==> src/rtl/sertx_pkg.sv <==
// Shared types for the serial transmitter.
// Assumes: the format code values are fixed by the requirements.
package sertx_pkg;

    typedef enum logic [1:0] {
        FMT_8N = 2'b00,
        FMT_8E = 2'b01,
        FMT_8O = 2'b10,
        FMT_9N = 2'b11
    } fmt_e;

    typedef enum logic [1:0] {
        ST_IDLE = 2'b00,
        ST_WAIT = 2'b01,
        ST_SEND = 2'b10
    } tx_st_e;

endpackage

==> src/rtl/sertx_fifo.sv <==
// Holding store for queued characters, first in first out.
// Assumes: the caller may assert wr_en while full; such writes are dropped.
// flush empties the store in one cycle without touching the contents.
module sertx_fifo #(
    parameter int WIDTH = 9,
    parameter int DEPTH = 4
) (
    input  logic             clk,
    input  logic             rst_n,
    input  logic             flush,
    input  logic             wr_en,
    input  logic [WIDTH-1:0] wr_data,
    input  logic             rd_en,
    output logic [WIDTH-1:0] rd_data,
    output logic             empty,
    output logic             full
);
    localparam int PTR_W = (DEPTH > 1) ? $clog2(DEPTH) : 1;
    localparam int CNT_W = $clog2(DEPTH + 1);
    localparam logic [CNT_W-1:0] FULL_CNT = CNT_W'(DEPTH);
    localparam logic [PTR_W-1:0] LAST_PTR = PTR_W'(DEPTH - 1);

    logic [WIDTH-1:0] mem [DEPTH];
    logic [PTR_W-1:0] wp, rp;
    logic [CNT_W-1:0] cnt;
    logic             do_wr, do_rd;

    assign do_wr   = wr_en && (cnt != FULL_CNT);
    assign do_rd   = rd_en && (cnt != '0);
    assign rd_data = mem[rp];
    assign empty   = (cnt == '0);
    assign full    = (cnt == FULL_CNT);

    // Store an accepted character at the write pointer.
    always_ff @(posedge clk) begin
        if (do_wr) begin
            mem[wp] <= wr_data;
        end
    end

    // Advance pointers and occupancy; flush or reset empties the store.
    always_ff @(posedge clk) begin
        if (!rst_n || flush) begin
            wp  <= '0;
            rp  <= '0;
            cnt <= '0;
        end else begin
            if (do_wr) begin
                wp <= (wp == LAST_PTR) ? '0 : wp + PTR_W'(1);
            end
            if (do_rd) begin
                rp <= (rp == LAST_PTR) ? '0 : rp + PTR_W'(1);
            end
            case ({do_wr, do_rd})
                2'b10:   cnt <= cnt + CNT_W'(1);
                2'b01:   cnt <= cnt - CNT_W'(1);
                default: cnt <= cnt;
            endcase
        end
    end

endmodule

==> src/rtl/sertx_baud.sv <==
// Bit-period divider: emits a tick in the first cycle of every period of divisor+1 clocks.
// Assumes: the counter restarts from zero whenever run is low, so the first
// cycle with run high always carries a tick.
module sertx_baud #(
    parameter int DIV_W = 16
) (
    input  logic             clk,
    input  logic             rst_n,
    input  logic             run,
    input  logic [DIV_W-1:0] divisor,
    output logic             tick
);
    logic [DIV_W-1:0] cnt;

    assign tick = run && (cnt == '0);

    // Count through one bit period and wrap; hold cleared while stopped.
    always_ff @(posedge clk) begin
        if (!rst_n || !run) begin
            cnt <= '0;
        end else if (cnt >= divisor) begin
            cnt <= '0;
        end else begin
            cnt <= cnt + DIV_W'(1);
        end
    end

endmodule

==> src/rtl/sertx_shifter.sv <==
// Frame builder and shift register. It takes one character from the store,
// waits for a baud tick, then emits start, data, parity and stop bits,
// one per tick. Back-to-back characters follow without an idle bit.
// Assumes: abort is synchronous and has priority over everything else.
module sertx_shifter
    import sertx_pkg::*;
#(
    parameter int CHAR_W = 9
) (
    input  logic              clk,
    input  logic              rst_n,
    input  logic              abort,
    input  logic              arm,
    input  logic              tick,
    input  fmt_e              fmt,
    input  logic              two_stop,
    input  logic              fifo_empty,
    input  logic [CHAR_W-1:0] fifo_data,
    output logic              pop,
    output logic              line,
    output logic              idle,
    output logic              drained
);
    localparam int NARROW = CHAR_W - 1;
    localparam int SH_W   = CHAR_W + 2;
    localparam int REM_W  = $clog2(SH_W + 1);

    tx_st_e           st;
    logic [SH_W-1:0]  sh, ld_bits;
    logic [REM_W-1:0] rem, ld_rem, nbits;
    logic             line_q, end_tick;

    // Build the post-start bit image of the head character; unused slots stay 1 (stop level).
    always_comb begin
        ld_bits = '1;
        nbits   = REM_W'(NARROW);
        unique case (fmt)
            FMT_8N: begin
                ld_bits[NARROW-1:0] = fifo_data[NARROW-1:0];
                nbits               = REM_W'(NARROW);
            end
            FMT_8E: begin
                ld_bits[NARROW-1:0] = fifo_data[NARROW-1:0];
                ld_bits[NARROW]     = ^fifo_data[NARROW-1:0];
                nbits               = REM_W'(NARROW + 1);
            end
            FMT_8O: begin
                ld_bits[NARROW-1:0] = fifo_data[NARROW-1:0];
                ld_bits[NARROW]     = ~^fifo_data[NARROW-1:0];
                nbits               = REM_W'(NARROW + 1);
            end
            FMT_9N: begin
                ld_bits[CHAR_W-1:0] = fifo_data;
                nbits               = REM_W'(CHAR_W);
            end
        endcase
        ld_rem = nbits + REM_W'(1) + REM_W'(two_stop);
    end

    assign end_tick = (st == ST_SEND) && tick && (rem == '0);
    assign pop      = !abort && arm && !fifo_empty && ((st == ST_IDLE) || end_tick);
    assign drained  = !abort && end_tick && !pop && fifo_empty;
    assign idle     = (st == ST_IDLE);
    assign line     = line_q;

    // Sequence the frame: load, wait for tick, then shift one bit per tick.
    always_ff @(posedge clk) begin
        if (!rst_n || abort) begin
            st     <= ST_IDLE;
            sh     <= '1;
            rem    <= '0;
            line_q <= 1'b1;
        end else begin
            unique case (st)
                ST_IDLE: begin
                    if (pop) begin
                        sh  <= ld_bits;
                        rem <= ld_rem;
                        if (tick) begin
                            line_q <= 1'b0;
                            st     <= ST_SEND;
                        end else begin
                            st <= ST_WAIT;
                        end
                    end
                end
                ST_WAIT: begin
                    if (tick) begin
                        line_q <= 1'b0;
                        st     <= ST_SEND;
                    end
                end
                ST_SEND: begin
                    if (tick) begin
                        if (rem != '0) begin
                            line_q <= sh[0];
                            sh     <= {1'b1, sh[SH_W-1:1]};
                            rem    <= rem - REM_W'(1);
                        end else if (pop) begin
                            sh     <= ld_bits;
                            rem    <= ld_rem;
                            line_q <= 1'b0;
                        end else begin
                            line_q <= 1'b1;
                            st     <= ST_IDLE;
                        end
                    end
                end
                default: st <= ST_IDLE;
            endcase
        end
    end

endmodule

==> src/rtl/sertx_top.sv <==
// Buffered serial transmitter top: holding store, baud divider and shifter,
// plus the arm latch and interrupt pulse logic.
// Assumes: wr_data bits above the character width are don't-care; arming
// requires a rising change of tx_en observed while mod_en is high.
module sertx_top
    import sertx_pkg::*;
#(
    parameter int CHAR_W = 9,
    parameter int DEPTH  = 4,
    parameter int DIV_W  = 16,
    parameter int WORD_W = 16
) (
    input  logic              clk,
    input  logic              rst_n,
    input  logic              mod_en,
    input  logic              tx_en,
    input  logic [1:0]        fmt_sel,
    input  logic              two_stop,
    input  logic [DIV_W-1:0]  divisor,
    input  logic              irq_mode,
    input  logic              wr_valid,
    input  logic [WORD_W-1:0] wr_data,
    output logic              tx_line,
    output logic              buf_full,
    output logic              shift_empty,
    output logic              tx_irq
);
    logic              tx_en_q, arm_q, irq_q;
    logic              fifo_empty, fifo_full, fifo_pop, fifo_wr;
    logic [CHAR_W-1:0] fifo_head;
    logic              baud_tick, baud_run;
    logic              shift_idle, frame_drained;
    logic              unused_hi;

    assign unused_hi   = ^wr_data[WORD_W-1:CHAR_W];
    assign fifo_wr     = wr_valid && mod_en && !fifo_full;
    assign baud_run    = mod_en && (arm_q || !shift_idle);
    assign buf_full    = fifo_full;
    assign shift_empty = shift_idle;
    assign tx_irq      = irq_q;

    // Arm on a rising change of tx_en while enabled; disable or tx_en low disarms.
    always_ff @(posedge clk) begin
        if (!rst_n) begin
            tx_en_q <= 1'b0;
            arm_q   <= 1'b0;
        end else begin
            tx_en_q <= tx_en;
            arm_q   <= mod_en && tx_en && (arm_q || !tx_en_q);
        end
    end

    // Register a one-cycle interrupt on hand-over or on full drain per irq_mode.
    always_ff @(posedge clk) begin
        if (!rst_n) begin
            irq_q <= 1'b0;
        end else begin
            irq_q <= mod_en && (irq_mode ? frame_drained : fifo_pop);
        end
    end

    sertx_fifo #(
        .WIDTH (CHAR_W),
        .DEPTH (DEPTH)
    ) u_fifo (
        .clk     (clk),
        .rst_n   (rst_n),
        .flush   (!mod_en),
        .wr_en   (fifo_wr),
        .wr_data (wr_data[CHAR_W-1:0]),
        .rd_en   (fifo_pop),
        .rd_data (fifo_head),
        .empty   (fifo_empty),
        .full    (fifo_full)
    );

    sertx_baud #(
        .DIV_W (DIV_W)
    ) u_baud (
        .clk     (clk),
        .rst_n   (rst_n),
        .run     (baud_run),
        .divisor (divisor),
        .tick    (baud_tick)
    );

    sertx_shifter #(
        .CHAR_W (CHAR_W)
    ) u_shift (
        .clk        (clk),
        .rst_n      (rst_n),
        .abort      (!mod_en),
        .arm        (arm_q),
        .tick       (baud_tick),
        .fmt        (fmt_e'(fmt_sel)),
        .two_stop   (two_stop),
        .fifo_empty (fifo_empty),
        .fifo_data  (fifo_head),
        .pop        (fifo_pop),
        .line       (tx_line),
        .idle       (shift_idle),
        .drained    (frame_drained)
    );

endmodule

==> config.mk <==
export PLATFORM = sky130hd
export DESIGN_NAME = sertx_top
export DESIGN_NICKNAME = d
export VERILOG_FILES = /design/src/rtl/sertx_pkg.sv /design/src/rtl/sertx_fifo.sv /design/src/rtl/sertx_baud.sv /design/src/rtl/sertx_shifter.sv /design/src/rtl/sertx_top.sv
export SDC_FILE = /design/constraint.sdc
export NUM_CORES = 1
export LEC_CHECK = 0
export BUFFER_PORTS_ARGS = -buffer_cell sky130_fd_sc_hd__buf_2
export CORE_MARGIN = 2
export CORE_UTILIZATION = 58
export CTS_BUF_LIST = sky130_fd_sc_hd__clkbuf_4 sky130_fd_sc_hd__clkbuf_8
export DETAILED_ROUTE_END_ITERATION = 16
export GPL_ROUTABILITY_DRIVEN = 0
export PLACE_DENSITY = 0.79
export SLEW_MARGIN = 30
export SYNTH_ARGS = -nofsm -noshare
export SYNTH_HDL_FRONTEND = slang
export SYNTH_SLANG_ARGS = --single-unit
==> constraint.sdc <==
create_clock -name clk -period 6.41 [get_ports clk]
set_input_delay 0.3205 -clock clk [delete_from_list [all_inputs] [get_ports clk]]
set_output_delay 0.3205 -clock clk [all_outputs]
set_load 0.03 [all_outputs]
Word level (Yosys, flattened, before mapping)
Memories as Yosys holds them, arrays and structs flattened. A register that Yosys moved wholly into a read port is not among the register bits.
Index checks and enable logic that the tools add are counted.
Widths: inputs -> output; s select.
{ "totals": {"out_inout_bits": 4, "reg_bits": 44, "ramBits": 36, "word_cells": 117, "mem_count": 1, "inputBits": 41} }
{ "memory_table": {"columns": ["name", "depth", "width", "rd", "rd_ports_with_merged_regs", "wr", "line", "source"], "rows": [
  ["u_fifo.mem", 4, 9, 1, 1, 1, "sertx_fifo.sv:23", "logic [WIDTH-1:0] mem [DEPTH];"]
]} }
{ "op_classes": {"n_eq_ne": 16, "reduce_logical": 48, "muxes": 32, "n_addsub": 8, "order_cmp": 1} }
{ "op_table": {"columns": ["operator", "n"], "rows": [
  ["$mux 11", 3],
  ["$pmux 11 s2", 1],
  ["$mux 2", 10],
  ["$logic_and 1x1->1", 17],
  ["$add 16x1->16 const B", 1],
  ["$ge 16x16->1", 1],
  ["$logic_not 16->1", 1],
  ["$pmux 4 s2", 2],
  ["$eq 2x2->1 const B", 6],
  ["$mux 4", 3],
  ["$logic_not 1->1", 8],
  ["$mux 1", 8],
  ["$mux 8", 1],
  ["$reduce_xnor 8->1", 1],
  ["$reduce_xor 8->1", 1],
  ["$eq 2x1->1 const B", 3],
  ["$ne 2x2->1 const B", 3],
  ["$pmux 1 s3", 2],
  ["$pmux 2 s3", 1],
  ["$pmux 3 s2", 1],
  ["$reduce_bool 3->1", 2],
  ["$logic_or 1x1->1", 5],
  ["$reduce_and 5->1", 1],
  ["$add 2x1->2 const B", 2],
  ["other kinds (18)", 21]
]} }

Longest topological paths before layout
{ "depth": {"ltp_word": 14, "ltp_mapped": 13, "ltp_nobuf": 13} }

By module
From an unflattened synthesis, not the netlist that was laid out.
{ "unflattened": {"cells_unflattened": 368, "hier_area_um2": 4137.7} }
{ "by_module_without_submodules": {"columns": ["module", "n_inst", "seq_area_each_um2", "area_per_inst_um2", "cells_per_inst"], "rows": [
  ["sertx_fifo", 1, 1261.2, 1786.7, 102],
  ["sertx_baud", 1, 320.3, 1209.9, 137],
  ["sertx_shifter", 1, 360.3, 1023.5, 115],
  ["sertx_top", 1, 60.1, 117.6, 14]
]} }

Worst setup path before layout
Ideal clock, no wire load.
{ "synth_path": {"kind": "register -> register", "startpoint": "register u_baud.cnt[0]", "endpoint": "register u_fifo.cnt[2]", "synth_period_minus_slack_ps": 2682, "required_time_ps": 6339, "slack_ps": 3728, "path_stages_with_launch": 14, "n_path_buf": 0, "t_arrival_ps": 2611, "cell_sequence": "dfxtp_1 -> inv_1 -> ha_1 -> nor4bb_1 -> nand2_1 -> nor4_1 -> o21ai_2 -> inv_1 -> ha_1 -> inv_1 -> fa_1 -> xor2_1 -> or3_1 -> a21oi_1"} }
{ "synth_via": {"elab_chain_len": 9, "word_cells_on_any_way": 11} }
{ "synth_rtl": {"columns": ["item", "line", "source"], "rows": [
  ["start: declaration", "sertx_baud.sv:13", "logic [DIV_W-1:0] cnt;"],
  ["start signal: assignment", "sertx_baud.sv:24", "cnt <= cnt + DIV_W'(1);"],
  ["$logic_not 16->1 *", "sertx_baud.sv:15", "assign tick = run && (cnt == '0);"],
  ["$logic_and 1x1->1 *", "sertx_baud.sv:15", null],
  ["$logic_and 1x1->1 * (2 in a row)", "sertx_shifter.sv:60", "assign end_tick = (st == ST_SEND) && tick && (rem == '0);"],
  ["$logic_or 1x1->1 *", "sertx_shifter.sv:61", "assign pop = !abort && arm && !fifo_empty && ((st == ST_IDLE) || end_tick);"],
  ["$logic_and 1x1->1 *", "sertx_shifter.sv:61", null],
  ["$logic_and 1x1->1 *", "sertx_fifo.sv:29", "assign do_rd = rd_en && (cnt != '0);"],
  ["$eq 2x1->1 or $eq 2x2->1 (tied branches)", "sertx_fifo.sv:54", "case ({do_wr, do_rd})"],
  ["$pmux 3 s2 or $reduce_bool 2->1 (tied branches)", null, null],
  ["end signal: assignment", "sertx_fifo.sv:55", "2'b10: cnt <= cnt + CNT_W'(1);"],
  ["end signal: assignment", "sertx_fifo.sv:56", "2'b01: cnt <= cnt - CNT_W'(1);"],
  ["end signal: assignment", "sertx_fifo.sv:57", "default: cnt <= cnt;"],
  ["end: declaration", "sertx_fifo.sv:25", "logic [CNT_W-1:0] cnt;"]
]} }
Every way passes the cells marked *; elsewhere a longest branch is shown, timed or not.
A chain may end at the register's enable or synchronous reset.

Final worst setup path
{ "layout_path": {"startpoint": "register u_baud.cnt[10]", "endpoint": "register u_fifo.cnt[2]"} }
Same word-level chain as after synthesis.

==> key figures <==
Status
  • Status: finished clean

Finish
  • # fillers: 515
  • Share of cells above drive strength 1: roughly 16%
  • Fin nets: ~500
  • Most frequent cells in the layout: nand2_1, dfxtp_1, buf_2
  • Final Core Density: 66.1%
  • # diodes: 0
  • Syn-to-layout area delta: 10.4%
  • Reg area: 0.00200 mm²
  • Most common cell after layout, fill and taps aside: nand2_1
  • Area of the multi-input gates: 0.00186 mm²

Die
  • Rows: 30
  • Core area: a little under 0.007 mm²
  • Initial Util: 59.9%
  • Die span in x: approximately 88 µm
  • Boundary pin count: 45
  • Die height: slightly below 90 µm
  • Die ar.: 0.00767 mm²

Critical path
  • Crit-path max FO: 7
  • Cells on worst reg2reg path: 11
  • Crit end category: register
  • CP required: 6.69 ns
  • Crit path DAT: 3.44 ns
  • FF-to-FF setup slack: 3.25 ns
  • RR Startpoint: u_baud.cnt[10]$_SDFF_PP0_
  • CP Launch Type: register
  • Reg-to-Reg End: u_fifo.cnt[2]$_SDFFE_PP0P_
  • WS Path Type: register to register

Synth
  • Post-Syn Instances: 391
  • Post-Syn Area: 0.00405 mm²
  • Yosys reg bits: 82
  • Synth cell types: 50
  • Post-synth ARST share: 0%
  • Most used DFF post-synth: dfxtp_1
  • Mean area per synthesized cell: 10.4 µm²
  • Synthesized Nets: 460
  • Sequential area share after synthesis: between 40% and 50%
  • Yosys synthesis warning count: 0
  • Number of flops mapped to enable cells by yosys: 36

Power and ir drop
  • Max IR drop VDD: 0.201 mV
  • Total power: 977 µW
  • Leakage: 0.00174 µW
  • P per Cell Area: roughly 220 mW/mm²

Timing
  • RSZ-0062 raised after global routing: false
  • Worst-margin pin slew: 0.915 ns
  • Final hold vios: 0
  • Final Slew Violations: 0
  • Final setup violation count: 0
  • Minimum clock period: around 3.2 ns
  • Final clock skew: 0.0149 ns
  • Slew headroom: 38.6%
  • Period utilization: 49.3%
  • Max Freq: about 0.32 GHz
  • Fin Setup TNS: 0 ns

Routing
  • Drc violations: 0
  • Total wire length: 7670 µm
  • Iter 0 DRT Violations: between 200 and 300
  • DR WL/cell: 14.9 µm
  • Via/cell ratio: 5.82
  • DR vias: 2993
  • Total iterations of the first detailed-routing run: 7
  • DRT antenna net count: 0

Place
  • Port buffer count: 37
  • HPWL after DPL: 5380 µm

Min path
  • Hold_sp: wr_data[3]
  • Hold Path Class: input port to register
  • Worst Hold End: u_fifo.mem[0][3]$_DFFE_PP_
  • Hold path depth: 1

Global route
  • Total congestion overflow: 0
  • Vias in the first global route: 2821
  • First-pass GRT wire length: 13100 µm
  • Initial antenna violation count: 0
  • GRT Overall Usage: 22.0%
  • Largest net degree at the start of global routing: 19

Job
  • Max Cap Viol: 0

CTS
  • Hold bufs inserted after CTS: 0
  • Setup repair bufs after CTS: 0
  • Clock transition at path regs: 0.10 ns
  • H-Tree Depth: 3
  • # resized after CTS: 0
  • Worst-case clock buffer depth: 2
  • TritonCTS Buffers: 9
  • Clock latency at the later pin of the worst-skew pair: 0.36 ns
  • Clock sink count: 82
  • CTS tree: done
  • CTS root buffer: clkbuf_8
-- how the worst max path moves through the flow --
stage / to / depth (start not counted) / startpoint / slack [ns]
finish: u_fifo.cnt[2]$_SDFFE_PP0P_ / 11 / u_baud.cnt[10]$_SDFF_PP0_ / 3.25
global route: u_fifo.cnt[2]$_SDFFE_PP0P_ / 11 / u_baud.cnt[10]$_SDFF_PP0_ / 2.97
CTS: u_fifo.cnt[2]$_SDFFE_PP0P_ / 11 / u_baud.cnt[10]$_SDFF_PP0_ / 3.26
detailed placement: u_fifo.cnt[2]$_SDFFE_PP0P_ / 11 / u_baud.cnt[10]$_SDFF_PP0_ / 3.33
global placement: u_fifo.cnt[2]$_SDFFE_PP0P_ / 11 / u_baud.cnt[10]$_SDFF_PP0_ / 3.44
floorplan: u_fifo.cnt[2]$_SDFFE_PP0P_ / 13 / u_baud.cnt[0]$_SDFF_PP0_ / 3.73
-- worst max-delay path, stage by stage (launching register included) --
cell and delay [ns]:
dfxtp_1 0.39, nor4_1 0.38, nand3_1 0.21, nor4_1 0.46, o21ai_2 0.16, inv_1 0.20, ha_1 0.22, inv_1 0.06
fa_1 0.38, xor2_1 0.18, or3_1 0.30, a21oi_1 0.13
-- sequential cells by signal (all words and copies together), names as in the netlist, 2 cells and up, named ones only --
signal,count
u_baud.cnt,16
u_fifo.wp,2
u_fifo.rp,2
u_shift.rem,4
u_fifo.mem,36
u_fifo.cnt,3
u_shift.sh,11
u_shift.st,2
-- power breakdown --
part	switching (µW)	internal [µW]	total [µW]
clock	220	156	375
combinational	27.8	22.7	50.5
sequential	1.76	549	551
total	249	727	977
-- final cells by class --
type                            count  area share (%)
Timing Repair Buffer               38            4.31
Inverter                           30            2.52
Sequential cell                    82            44.8
Tap cell                           80            2.24
Multi-Input combinational cell    268            41.7
Clock inverter                      7            1.71
Clock buffer                        9            2.77
-- kinds of logic (layout without fill, tap and decap cells) --
family	after synthesis	after routing	share of synthesized area [%]
buffers and inverters	41	84	4.67
AND/OR/NAND/NOR	130	130	14.9
multiplexers	11	11	5.22
flip-flops	82	82	49.4
AO/OA/AOI/OAI	76	76	11.9
XOR/XNOR	23	23	4.98
adder cells (fa/ha/maj)	28	28	8.84
-- synthesized netlist by cell type (3+ instances only) --
cell / n / area (µm²)
nand2_1: 59 / 221
dfxtp_1: 46 / 921
edfxtp_1: 36 / 1080
a21oi_1: 32 / 160
inv_1: 30 / 113
ha_1: 27 / 338
nor2_1: 24 / 90.1
xnor2_1: 17 / 149
o22ai_1: 9 / 56.3
mux4_2: 8 / 180
o221ai_1: 8 / 70.1
and2_1: 7 / 43.8
nand3_1: 7 / 35.0
nand4_1: 6 / 37.5
nor4_1: 6 / 37.5
o21ai_0: 6 / 30.0
xor2_1: 6 / 52.6
a21o_1: 5 / 37.5
clkbuf_1: 5 / 18.8
or3_1: 5 / 31.3
a31oi_1: 4 / 25.0
nand2b_1: 4 / 25.0
nor3_1: 3 / 15.0
-- stage by stage --
step,std cells,worst slack (ns),area [µm²],hold WS (ns)
2_1_floorplan,391,3.73,4050,0.416
3_3_place_gp,498,3.44,4270,0.434
3_5_place_dp,498,3.33,4270,0.444
4_1_cts,514,3.26,4470,0.166
5_1_grt,514,2.97,4470,0.163
6_report,514,3.25,4470,0.166
-- routing by layer --
metal | track usage (%) | wire (µm)
met4 | 7.27 | 134
met3 | 4.24 | 338
met5 | 0 | 0
met2 | 35.3 | 3600
met1 | 30.4 | 3590
(Power assumes the default switching activity.)
